===== src/rtl/otp_pgm_pkg.sv =====
package otp_pgm_pkg;
   typedef enum logic [1:0] {
      LVL_NORMAL  = 2'd0,
      LVL_ACCESS  = 2'd1,
      LVL_PROGRAM = 2'd2,
      LVL_RSVD    = 2'd3
   } supply_lvl_e;

   typedef enum logic [1:0] {
      ENT_IDLE = 2'd0,
      ENT_ONE  = 2'd1,
      ENT_TWO  = 2'd2
   } entry_st_e;
endpackage


===== src/rtl/otp_pgm_entry_det.sv =====
module otp_pgm_entry_det
   import otp_pgm_pkg::*;
(
   input  logic clk,
   input  logic rst_n,
   input  logic ce,
   input  logic oe,
   input  logic lvl_prog,
   input  logic lvl_access,
   input  logic pwr_off,
   output logic enter,
   output logic mode
);
   entry_st_e st_q;
   logic      both_hi;

   assign both_hi = ce && oe && !pwr_off;
   assign enter   = !mode && (st_q == ENT_TWO) && both_hi && lvl_access;

   always_ff @(posedge clk or negedge rst_n) begin
      if (!rst_n) begin
         st_q <= ENT_IDLE;
         mode <= 1'b0;
      end else if (mode) begin
         st_q <= ENT_IDLE;
         if (!ce && !oe && pwr_off) mode <= 1'b0;
      end else if (enter) begin
         st_q <= ENT_IDLE;
         mode <= 1'b1;
      end else if (both_hi && lvl_prog) begin
         st_q <= (st_q == ENT_IDLE) ? ENT_ONE : ENT_TWO;
      end else begin
         st_q <= ENT_IDLE;
      end
   end
endmodule


===== src/rtl/otp_pgm_pulse_timer.sv =====
module otp_pgm_pulse_timer #(
   parameter int PGM_CYCLES = 5000
) (
   input  logic clk,
   input  logic rst_n,
   input  logic active,
   output logic fire
);
   localparam int CNT_W = (PGM_CYCLES < 2) ? 1 : $clog2(PGM_CYCLES + 1);
   localparam logic [CNT_W-1:0] LAST = CNT_W'(PGM_CYCLES - 1);

   logic [CNT_W-1:0] cnt_q;
   logic             done_q;

   assign fire = active && !done_q && (cnt_q == LAST);

   always_ff @(posedge clk or negedge rst_n) begin
      if (!rst_n) begin
         cnt_q  <= '0;
         done_q <= 1'b0;
      end else if (!active) begin
         cnt_q  <= '0;
         done_q <= 1'b0;
      end else if (fire) begin
         done_q <= 1'b1;
      end else if (!done_q) begin
         cnt_q <= cnt_q + 1'b1;
      end
   end
endmodule


===== src/rtl/otp_pgm_word_store.sv =====
module otp_pgm_word_store #(
   parameter int WORD_W    = 32,
   parameter int DEPTH     = 16,
   parameter bit MSB_FIRST = 1'b1
) (
   input  logic clk,
   input  logic rst_n,
   input  logic mode,
   input  logic enter,
   input  logic lvl_prog,
   input  logic fire,
   input  logic ce,
   input  logic oe,
   input  logic data_in,
   output logic rd_bit,
   output logic pol_hi,
   output logic burned
);
   localparam int ROWS   = DEPTH + 1;
   localparam int ADDR_W = $clog2(ROWS);
   localparam int BIT_W  = (WORD_W < 2) ? 1 : $clog2(WORD_W);
   localparam logic [ADDR_W-1:0] ADDR_TOP = ADDR_W'(DEPTH);
   localparam logic [BIT_W-1:0]  BIT_TOP  = BIT_W'(WORD_W - 1);

   logic [WORD_W-1:0] arr_q [ROWS];
   logic [WORD_W-1:0] latch_q;
   logic [ADDR_W-1:0] addr_q;
   logic [BIT_W-1:0]  oidx_q;
   logic [BIT_W-1:0]  sel_bit;
   logic              do_burn;
   logic              op_shift, op_read, op_step, op_clear;

   assign op_shift = mode && !lvl_prog && ce && oe;
   assign op_read  = mode && !lvl_prog && !ce && oe;
   assign op_step  = mode && !lvl_prog && ce && !oe;
   assign op_clear = mode && !lvl_prog && !ce;
   assign do_burn  = mode && lvl_prog && fire && (latch_q != '1);

   for (genvar r = 0; r < ROWS; r++) begin : g_row
      always_ff @(posedge clk or negedge rst_n) begin
         if (!rst_n)
            arr_q[r] <= '1;
         else if (do_burn && (addr_q == ADDR_W'(r)))
            arr_q[r] <= arr_q[r] & latch_q;
      end
   end

   if (MSB_FIRST) begin : g_msb
      assign sel_bit = BIT_TOP - oidx_q;
   end else begin : g_lsb
      assign sel_bit = oidx_q;
   end

   assign rd_bit = arr_q[addr_q][sel_bit];
   assign pol_hi = |arr_q[DEPTH];

   always_ff @(posedge clk or negedge rst_n) begin
      if (!rst_n) begin
         latch_q <= '1;
         addr_q  <= '0;
         oidx_q  <= '0;
         burned  <= 1'b0;
      end else begin
         burned <= do_burn;
         if (enter) begin
            latch_q <= '1;
            addr_q  <= '0;
            oidx_q  <= '0;
         end else begin
            if (op_shift) begin
               if (MSB_FIRST) latch_q <= {latch_q[WORD_W-2:0], data_in};
               else           latch_q <= {data_in, latch_q[WORD_W-1:1]};
            end else if (op_clear) begin
               latch_q <= '1;
            end
            if (op_read)
               oidx_q <= (oidx_q == BIT_TOP) ? '0 : oidx_q + 1'b1;
            if (op_step) begin
               addr_q <= (addr_q == ADDR_TOP) ? '0 : addr_q + 1'b1;
               oidx_q <= '0;
            end
         end
      end
   end
endmodule


===== src/rtl/otp_pgm_ctrl.sv =====
module otp_pgm_ctrl
   import otp_pgm_pkg::*;
#(
   parameter int WORD_W     = 32,
   parameter int DEPTH      = 16,
   parameter int PGM_CYCLES = 5000,
   parameter bit MSB_FIRST  = 1'b1
) (
   input  logic       clk,
   input  logic       rst_n,
   input  logic       ce,
   input  logic       oe,
   input  logic [1:0] vpp_level,
   input  logic       data_in,
   input  logic       pwr_off,
   output logic       data_out,
   output logic       data_oe,
   output logic       ceo,
   output logic       ceo_oe,
   output logic       prog_mode,
   output logic       pulse_active,
   output logic       burned
);
   if (WORD_W < 2) begin : g_bad_word
      $error("WORD_W must be at least 2");
   end
   if (DEPTH < 1) begin : g_bad_depth
      $error("DEPTH must be at least 1");
   end
   if (PGM_CYCLES < 1) begin : g_bad_pgm
      $error("PGM_CYCLES must be at least 1");
   end

   logic lvl_prog, lvl_access, enter, fire, rd_bit, pol_hi;

   assign lvl_prog   = (supply_lvl_e'(vpp_level) == LVL_PROGRAM);
   assign lvl_access = (supply_lvl_e'(vpp_level) == LVL_ACCESS);

   otp_pgm_entry_det u_entry (
      .clk        (clk),
      .rst_n      (rst_n),
      .ce         (ce),
      .oe         (oe),
      .lvl_prog   (lvl_prog),
      .lvl_access (lvl_access),
      .pwr_off    (pwr_off),
      .enter      (enter),
      .mode       (prog_mode)
   );

   otp_pgm_pulse_timer #(.PGM_CYCLES(PGM_CYCLES)) u_timer (
      .clk    (clk),
      .rst_n  (rst_n),
      .active (pulse_active),
      .fire   (fire)
   );

   otp_pgm_word_store #(
      .WORD_W    (WORD_W),
      .DEPTH     (DEPTH),
      .MSB_FIRST (MSB_FIRST)
   ) u_store (
      .clk      (clk),
      .rst_n    (rst_n),
      .mode     (prog_mode),
      .enter    (enter),
      .lvl_prog (lvl_prog),
      .fire     (fire),
      .ce       (ce),
      .oe       (oe),
      .data_in  (data_in),
      .rd_bit   (rd_bit),
      .pol_hi   (pol_hi),
      .burned   (burned)
   );

   assign pulse_active = prog_mode && lvl_prog;
   assign data_oe      = prog_mode && !lvl_prog && !ce && oe;
   assign data_out     = data_oe && rd_bit;
   assign ceo          = prog_mode ? pol_hi : 1'b1;
   assign ceo_oe       = !lvl_prog;
endmodule


===== config.mk =====
export PLATFORM = sky130hd
export DESIGN_NAME = otp_pgm_ctrl
export DESIGN_NICKNAME = d
export VERILOG_FILES = /design/src/rtl/otp_pgm_pkg.sv /design/src/rtl/otp_pgm_entry_det.sv /design/src/rtl/otp_pgm_pulse_timer.sv /design/src/rtl/otp_pgm_word_store.sv /design/src/rtl/otp_pgm_ctrl.sv
export SDC_FILE = /design/constraint.sdc
export NUM_CORES = 1
export LEC_CHECK = 0
export ABC_AREA = 1
export BUFFER_PORTS_ARGS = -buffer_cell sky130_fd_sc_hd__buf_2
export CAP_MARGIN = 15
export CORE_UTILIZATION = 31
export CTS_BUF_LIST = sky130_fd_sc_hd__clkbuf_8
export DETAILED_ROUTE_END_ITERATION = 10
export GPL_ROUTABILITY_DRIVEN = 1
export HOLD_SLACK_MARGIN = 0.06
export PLACE_DENSITY = 0.46
export SETUP_SLACK_MARGIN = 0.2
export SLEW_MARGIN = 10
export SYNTH_ARGS = -nofsm -noshare
export SYNTH_HDL_FRONTEND = slang
export SYNTH_HIERARCHICAL = 1
export SYNTH_SLANG_ARGS = --single-unit
export TNS_END_PERCENT = 50

===== constraint.sdc =====
create_clock -name clk -period 3.38 [get_ports clk]
set_input_delay 0.169 -clock clk [delete_from_list [all_inputs] [get_ports clk]]
set_output_delay 0.169 -clock clk [all_outputs]
set_load 0.05 [all_outputs]

-- After elaboration in Yosys (flattened, before gate mapping)
Index checks and enable logic that the tools add are counted.
- flip-flop bits (word level): 604
- input port bits: 8
- output and inout port bits: 7
- add/sub/neg operators: 4
- $lt $le $gt $ge: 2
- eq/ne operators: 25
- mux-type cells: 28
- bitwise gates (word level): 18
- reduce and logical (&&, ||, !) cells: 50
- operators by type and width (kind ; number):
    $and A32 B32 Y32 ; 17
    $bmux W32 S5 ; 1
    $mux W32 ; 5
    $eq A5 B4 Y1 const B ; 8
    $mux W13 ; 3
    $logic_and A1 B1 Y1 ; 37
    $mux W5 ; 7
    $ne A32 B32 Y1 const B ; 1
    $reduce_or A32 Y1 ; 1
    $eq A5 B3 Y1 const B ; 4
    $add A13 B1 Y13 const B ; 1
    $eq A13 B13 Y1 const B ; 1
    $add A5 B1 Y5 const B ; 2
    $eq A5 B2 Y1 const B ; 2
    $eq A5 B5 Y1 const B ; 2
    $mux W2 ; 4
    $mux W1 ; 7
    $ge A6 B6 Y1 const B ; 1
    $logic_not A1 Y1 ; 6
    $lt A5 B6 Y1 const B ; 1
    $not A5 Y6 ; 1
    $reduce_bool A3 Y1 ; 2
    $bmux W1 S5 ; 1
    $eq A5 B1 Y1 const B ; 1
    9 further kinds ; 11

-- Longest topological paths before layout
- word-level depth: 8
- depth in mapped cells: 18
- gate-level depth less buffers: 16

-- Cells and area by module
The synthesis kept the hierarchy.
- modules (own cells, without submodules) (module ; times used ; cells an instance ; area an instance (µm²) ; sequential area each (µm²)):
    otp_pgm_word_store ; 1 ; 3106 ; 27034.7 ; 15409.8
    otp_pgm_pulse_timer ; 1 ; 130 ; 893.4 ; 350.3
    otp_pgm_entry_det ; 1 ; 25 ; 160.2 ; 75.1
    otp_pgm_ctrl ; 1 ; 14 ; 78.8 ; 0.0

-- Worst setup path before layout
Ideal clock, no wire load.
- path kind: register -> register
- start point: register u_entry.mode
- end point: register u_store/arr_q[143] (netlist name)
- data arrival time: 3.247 ns
- required time: 3.287 ns
- path slack: 0.040 ns
- cell stages (with the launch flop): 16
- period minus slack after synthesis: 3.340 ns
- cell sequence: dfrtp_1 -> inv_1 -> nor2_1 -> clkbuf_8 -> nand2_1 -> nor3_2 -> nand2_2 -> inv_1 -> nand2_1 -> nor2_1 -> nand2_2 -> nor2_2 -> nand2_1 -> nor2_1 -> clkbuf_1 -> a21oi_1
- longest elaborated chain between the ends: 6
- RTL lines (element ; line ; text):
    start: declaration ; otp_pgm_entry_det.sv:12 ; output logic mode
    start signal: assignment ; otp_pgm_entry_det.sv:23 ; mode <= 1'b0;
    start signal: assignment ; otp_pgm_entry_det.sv:26 ; if (!ce && !oe && pwr_off) mode <= 1'b0;
    start signal: assignment ; otp_pgm_entry_det.sv:29 ; mode <= 1'b1;
    $logic_and A1 B1 Y1 ; otp_pgm_ctrl.sv:77 ; assign pulse_active = prog_mode && lvl_prog;
    net pulse_active ; otp_pgm_ctrl.sv:21 ; output logic pulse_active,
    $logic_and A1 B1 Y1 (2 in a row) ; otp_pgm_pulse_timer.sv:15 ; assign fire = active && !done_q && (cnt_q == LAST);
    net fire ; otp_pgm_ctrl.sv:34 ; logic lvl_prog, lvl_access, enter, fire, rd_bit, pol_hi;
    $logic_and A1 B1 Y1 (2 in a row) ; otp_pgm_word_store.sv:37 ; assign do_burn = mode && lvl_prog && fire && (latch_q != '1);
    $logic_and A1 B1 Y1 ; otp_pgm_word_store.sv:43 ; else if (do_burn && (addr_q == ADDR_W'(r)))
    end signal: indexed assignment ; otp_pgm_word_store.sv:44 ; arr_q[r] <= arr_q[r] & latch_q;
    end: declaration ; otp_pgm_word_store.sv:25 ; logic [WORD_W-1:0] arr_q [ROWS];
The timed path passes the listed nets, and every way through them passes these cells.
A chain may end at the register's enable or synchronous reset.

-- Worst setup path in the final report
- start point: register u_store.addr_q[0]
- end point: output data_out
- longest elaborated chain between the ends: 7
- RTL lines (element ; line ; text):
    start: declaration ; otp_pgm_word_store.sv:27 ; logic [ADDR_W-1:0] addr_q;
    start signal: assignment ; otp_pgm_word_store.sv:79 ; addr_q <= (addr_q == ADDR_TOP) ? '0 : addr_q + 1'b1;
    $not A5 Y6 (implied by the code) ; otp_pgm_word_store.sv:54 ; assign rd_bit = arr_q[addr_q][sel_bit];
    $bmux W32 S5 ; otp_pgm_word_store.sv:54 ;
    $mux W32 (implied by the code) (2 in a row) ; otp_pgm_word_store.sv:54 ;
    $bmux W1 S5 ; otp_pgm_word_store.sv:54 ;
    $mux W1 (implied by the code) ; otp_pgm_word_store.sv:54 ;
    net rd_bit ; otp_pgm_ctrl.sv:34 ;
    $logic_and A1 B1 Y1 ; otp_pgm_ctrl.sv:79 ; assign data_out = data_oe && rd_bit;
    end: declaration ; otp_pgm_ctrl.sv:16 ; output logic data_out,
The timed path passes the listed nets, and every way through them passes these cells. The select of a mux whose other input is x is not followed.

==> results.tsv <==
stage	metric	value	unit
cells_and_area	nets	3368	
global_route	grt_pass1_vias	22300	
critical_path	critical_path_class	reg2out	
pwr	internal_power	11600	uW
global_route	met3_usage	2.94	%
global_route	grt_pass1_wl	144000	um
die	dieArea	92100	um^2
clock_tree	clock_latency	0.75	ns
place	gp_congestion	0.837	
drt	firstDrtPassIters	5	
global_route	grt_util_met1	29.8	%
critical_path	cp-start-kind	flop	
synth	synth.area.top_cells	dfstp_2 (54%), nand2_1 (10%), a21oi_1 (8.0%), inv_1 (6.9%), nand3_1 (3.5%)	
synth	mappedNetlistArea	28200	um^2
synth	syn_inst	3275	
place	place.detailed.hpwl	52000	um
sta	post-route-worst-setup-slack	-0.00432	ns
place	portBuffers	14	
sta	finalHoldViolCount	0	
critical_path	regToRegSetupSlack	0.58	ns
critical_path	worstReg2RegStart	u_entry/mode	
global_route	grt_usage	20.8	%
sta	fmax	0.295	GHz
synth	ys_seq_elements	604	
drt	wl_per_cell	20.7	um
cells_and_area	drive_above_1_share	29.1	%
pwr	pwr-share-comb	7.6	%
clock_tree	path_clk_slew	0.06	ns
outcome	violations	negative setup slack	
sta	period_share	100	%
drt	routed_wl	95500	um
sta	finalSetupViolCount	1	
sta	rsz0062_at_grt	yes	
die	initial_core_util	31.3	%
clock_tree	cts.path.max_buffers	3	
clock_tree	tritoncts	built	
drt	vias_per_cell	4.88	
sta	finalSetupTns	-0.00432	ns
die	core_area	90000	um^2
pwr	p_sw	4060	uW
synth	synth_cell_types	38	
global_route	grt_max_degree	87	
global_route	busiest_layer	met2	
drt	ant_nets	0	
pwr	pwr-share-clk	45.1	%
global_route	overflow	0	
cells_and_area	antenna_cells	0	
die	fp-row-count	110	
drt	drt_iter0_drc	1693	
pwr	power.density	462	nW/um^2
critical_path	worstPathArrival	3.22	ns
run	maxCapViolCount	0	
clock_tree	htreeDepth	3	
critical_path	r2r_cells	14	
critical_path	r2r_end	u_store/arr_q[184]	
global_route	grt_use_met2	32.8	%
die	die_w	303	um
pwr	power.leakage	0.0169	uW
sta	tightestPinTransition	0.859	ns
cells_and_area	area_growth	20.0	%
synth	synth_top_area_share	53.7	%
die	io-pin-count	15	
pwr	peakVddDrop	0.358	mV
synth	synth_sequential_area_ratio	56.2	%
place	place_ws	0.306	ns
clock_tree	root_buffer	clkbuf_8	
outcome	status	finished, violations left	
critical_path	worst_setup_path_end_kind	output pin	
sta	slew_viol_final	0	
worst_hold_path	worstHoldPathType	in2async	
synth	synth_nets	3291	
drt	vias	22500	
critical_path	cp_max_fo	8	
drt	drc	0	
sta	slew-limit-headroom	42.7	%
synth	avgSynthCellArea	8.60	um^2
clock_tree	numCtsBuffers	107	
die	die_y	303	um
synth	synth_top_area_cell	dfstp_2	
pwr	p_seq_share	47.4	%
clock_tree	clock-sinks	604	
pwr	swShare	26.0	%
synth	yosysWarnings	6	
critical_path	crit_required	3.21	ns
global_route	antenna_found_initial	2	
sta	min_period	3.38	ns
sta	fin_skew	0.0412	ns
-- critical path: stages (launching register included) --
cell       delay, ns
dfrtp_4         0.52
buf_12          0.17
buf_16          0.17
clkbuf_16       0.18
o211ai_1        0.19
nand2_1         0.10
nand2_1         0.07
nand2_1         0.07
o21ai_2         0.17
nand2_1         0.08
nand3_2         0.09
nand3_2         0.09
nand3_2         0.09
nand2_1         0.05
nand2_1         0.06
nand2_2         0.09
inv_2           0.08
nor2_4          0.03
buf_8           0.14
-- what timing repair did --
item	in CTS	in global routing
pin swaps	45	36
hold endpoints to repair	95	0
buffers inserted	25	3
gates resized for setup	111	34
hold buffers	12	0
setup endpoints to repair	1	2
cloned	23	8
-- layout by cell type, fill, tap and decap left out, types with 7 or more instances in the layout --
| master | instances |
|---|---|
| nor2_1 | 88 |
| nand2_2 | 18 |
| nand4_1 | 19 |
| buf_16 | 29 |
| buf_8 | 8 |
| buf_12 | 27 |
| a21boi_0 | 68 |
| a21oi_1 | 449 |
| nand3_2 | 22 |
| clkinv_1 | 9 |
| clkbuf_8 | 144 |
| nor2_4 | 19 |
| nor4_1 | 7 |
| o21ai_1 | 30 |
| o21ai_0 | 51 |
| nand2_1 | 772 |
| buf_2 | 12 |
| o22ai_1 | 34 |
| ha_1 | 8 |
| dfrtp_1 | 26 |
| clkbuf_16 | 7 |
| inv_1 | 549 |
| buf_4 | 59 |
| o21ai_2 | 19 |
| nor2_2 | 7 |
| inv_2 | 8 |
| nand3_1 | 176 |
| dlygate4sd3_1 | 12 |
| a21boi_1 | 60 |
| o211ai_1 | 62 |
| dfstp_2 | 576 |
-- per-layer routing --
| layer | share of wire (%) | vias to the layer above |
|---|---|---|
| met1 | 48 | 11300 |
| met4 | 2.0 | 0 |
| met5 | 0 | - |
| li1 | - | 10600 |
| met3 | 4.4 | 134 |
| met2 | 46 | 506 |
-- per-stage QoR --
stage / cells / total power, uW / instance area (um^2) / hold WS [ns] / util (%)
after floorplan: 3275 / 7970 / 28200 / -0.127 / -
after global placement: 4348 / 8440 / 29800 / 0.285 / 33.2
after detailed placement: 4348 / 8440 / 29800 / 0.294 / 33.2
after CTS: 4599 / 15800 / 33500 / 0.0662 / 37.2
after global routing: 4610 / 16300 / 33800 / 0.0940 / 37.6
final: 4610 / 15600 / 33800 / 0.0397 / 37.6
-- synthesized netlist by cell type --
master    number
a21boi_0      68
a21boi_1      60
a21oi_1      450
a31oi_1        1
buf_1          2
buf_2        102
buf_4         22
buf_6          7
clkbuf_1      64
clkbuf_8       1
clkinv_1       9
dfrtp_1       28
dfstp_2      576
ha_1           8
inv_1        517
inv_2          9
nand2_1      787
nand2_2        4
nand2_4        3
nand3_1      198
nand3_2        1
nand3_4        1
nand4_1       19
nor2_1       108
nor2_2         3
nor2_4         3
nor3_1         4
nor3_2         1
nor4_1         7
nor4_2         3
o211ai_1      62
o21ai_0       55
o21ai_1       48
o21bai_1       6
o22ai_1       34
or2_1          1
or2_2          1
xor2_1         2
-- power groups by stage --
stage	clock (uW)	combinational, uW	sequential, uW
after floorplan	0	502	7470
after global placement	0	945	7490
after detailed placement	0	942	7490
after CTS	7280	1150	7390
after global routing	7580	1290	7400
final	7040	1180	7400
-- worst max-delay path by stage --
stage | depth (start not counted) | from | slack (ns) | end
floorplan | 15 | u_entry/mode | 0.30 | u_store/arr_q[143]
global placement | 17 | u_store/addr_q[3] | 0.31 | data_out
detailed placement | 17 | u_store/addr_q[2] | 0.31 | data_out
CTS | 18 | u_store/addr_q[1] | -0.008 | data_out
global route | 19 | u_store/addr_q[0] | -0.13 | data_out
finish | 18 | u_store/addr_q[0] | -0.004 | data_out
-- final cells by class --
class                   count  area [um^2]
fillers                  9407        56200
inverters                 535         2050
repair buffers            164         2450
clock buffers             144         1980
flip-flops and latches    604        15800
well taps                1176         1470
multi-input cells        1938         9740
repair inverters            2         15.0
clock inverters            47          251
-- cells by family (layout without fill, tap and decap cells) --
kind of cell / after synthesis / count (layout) / synth area share (%)
buffers and inverters: 733 / 892 / 10.7
and+or+nand+nor: 1144 / 1144 / 16.8
DFF: 604 / 604 / 56.2
AOI/OAI and AO/OA: 784 / 784 / 15.8
xor gates and xnor gates: 2 / 2 / 0.0622
adders and majority gates: 8 / 8 / 0.355
-- sequential cells by signal (all words and copies together) (netlist names) --
signal           flops
u_store/burned       1
u_entry/mode         1
u_store/oidx_q       5
u_store/arr_q      544
u_timer/cnt_q       13
u_timer/done_q       1
u_store/addr_q       5
u_store/latch_q     32
u_entry/st_q         2
Power figures use the tool's default switching activity.
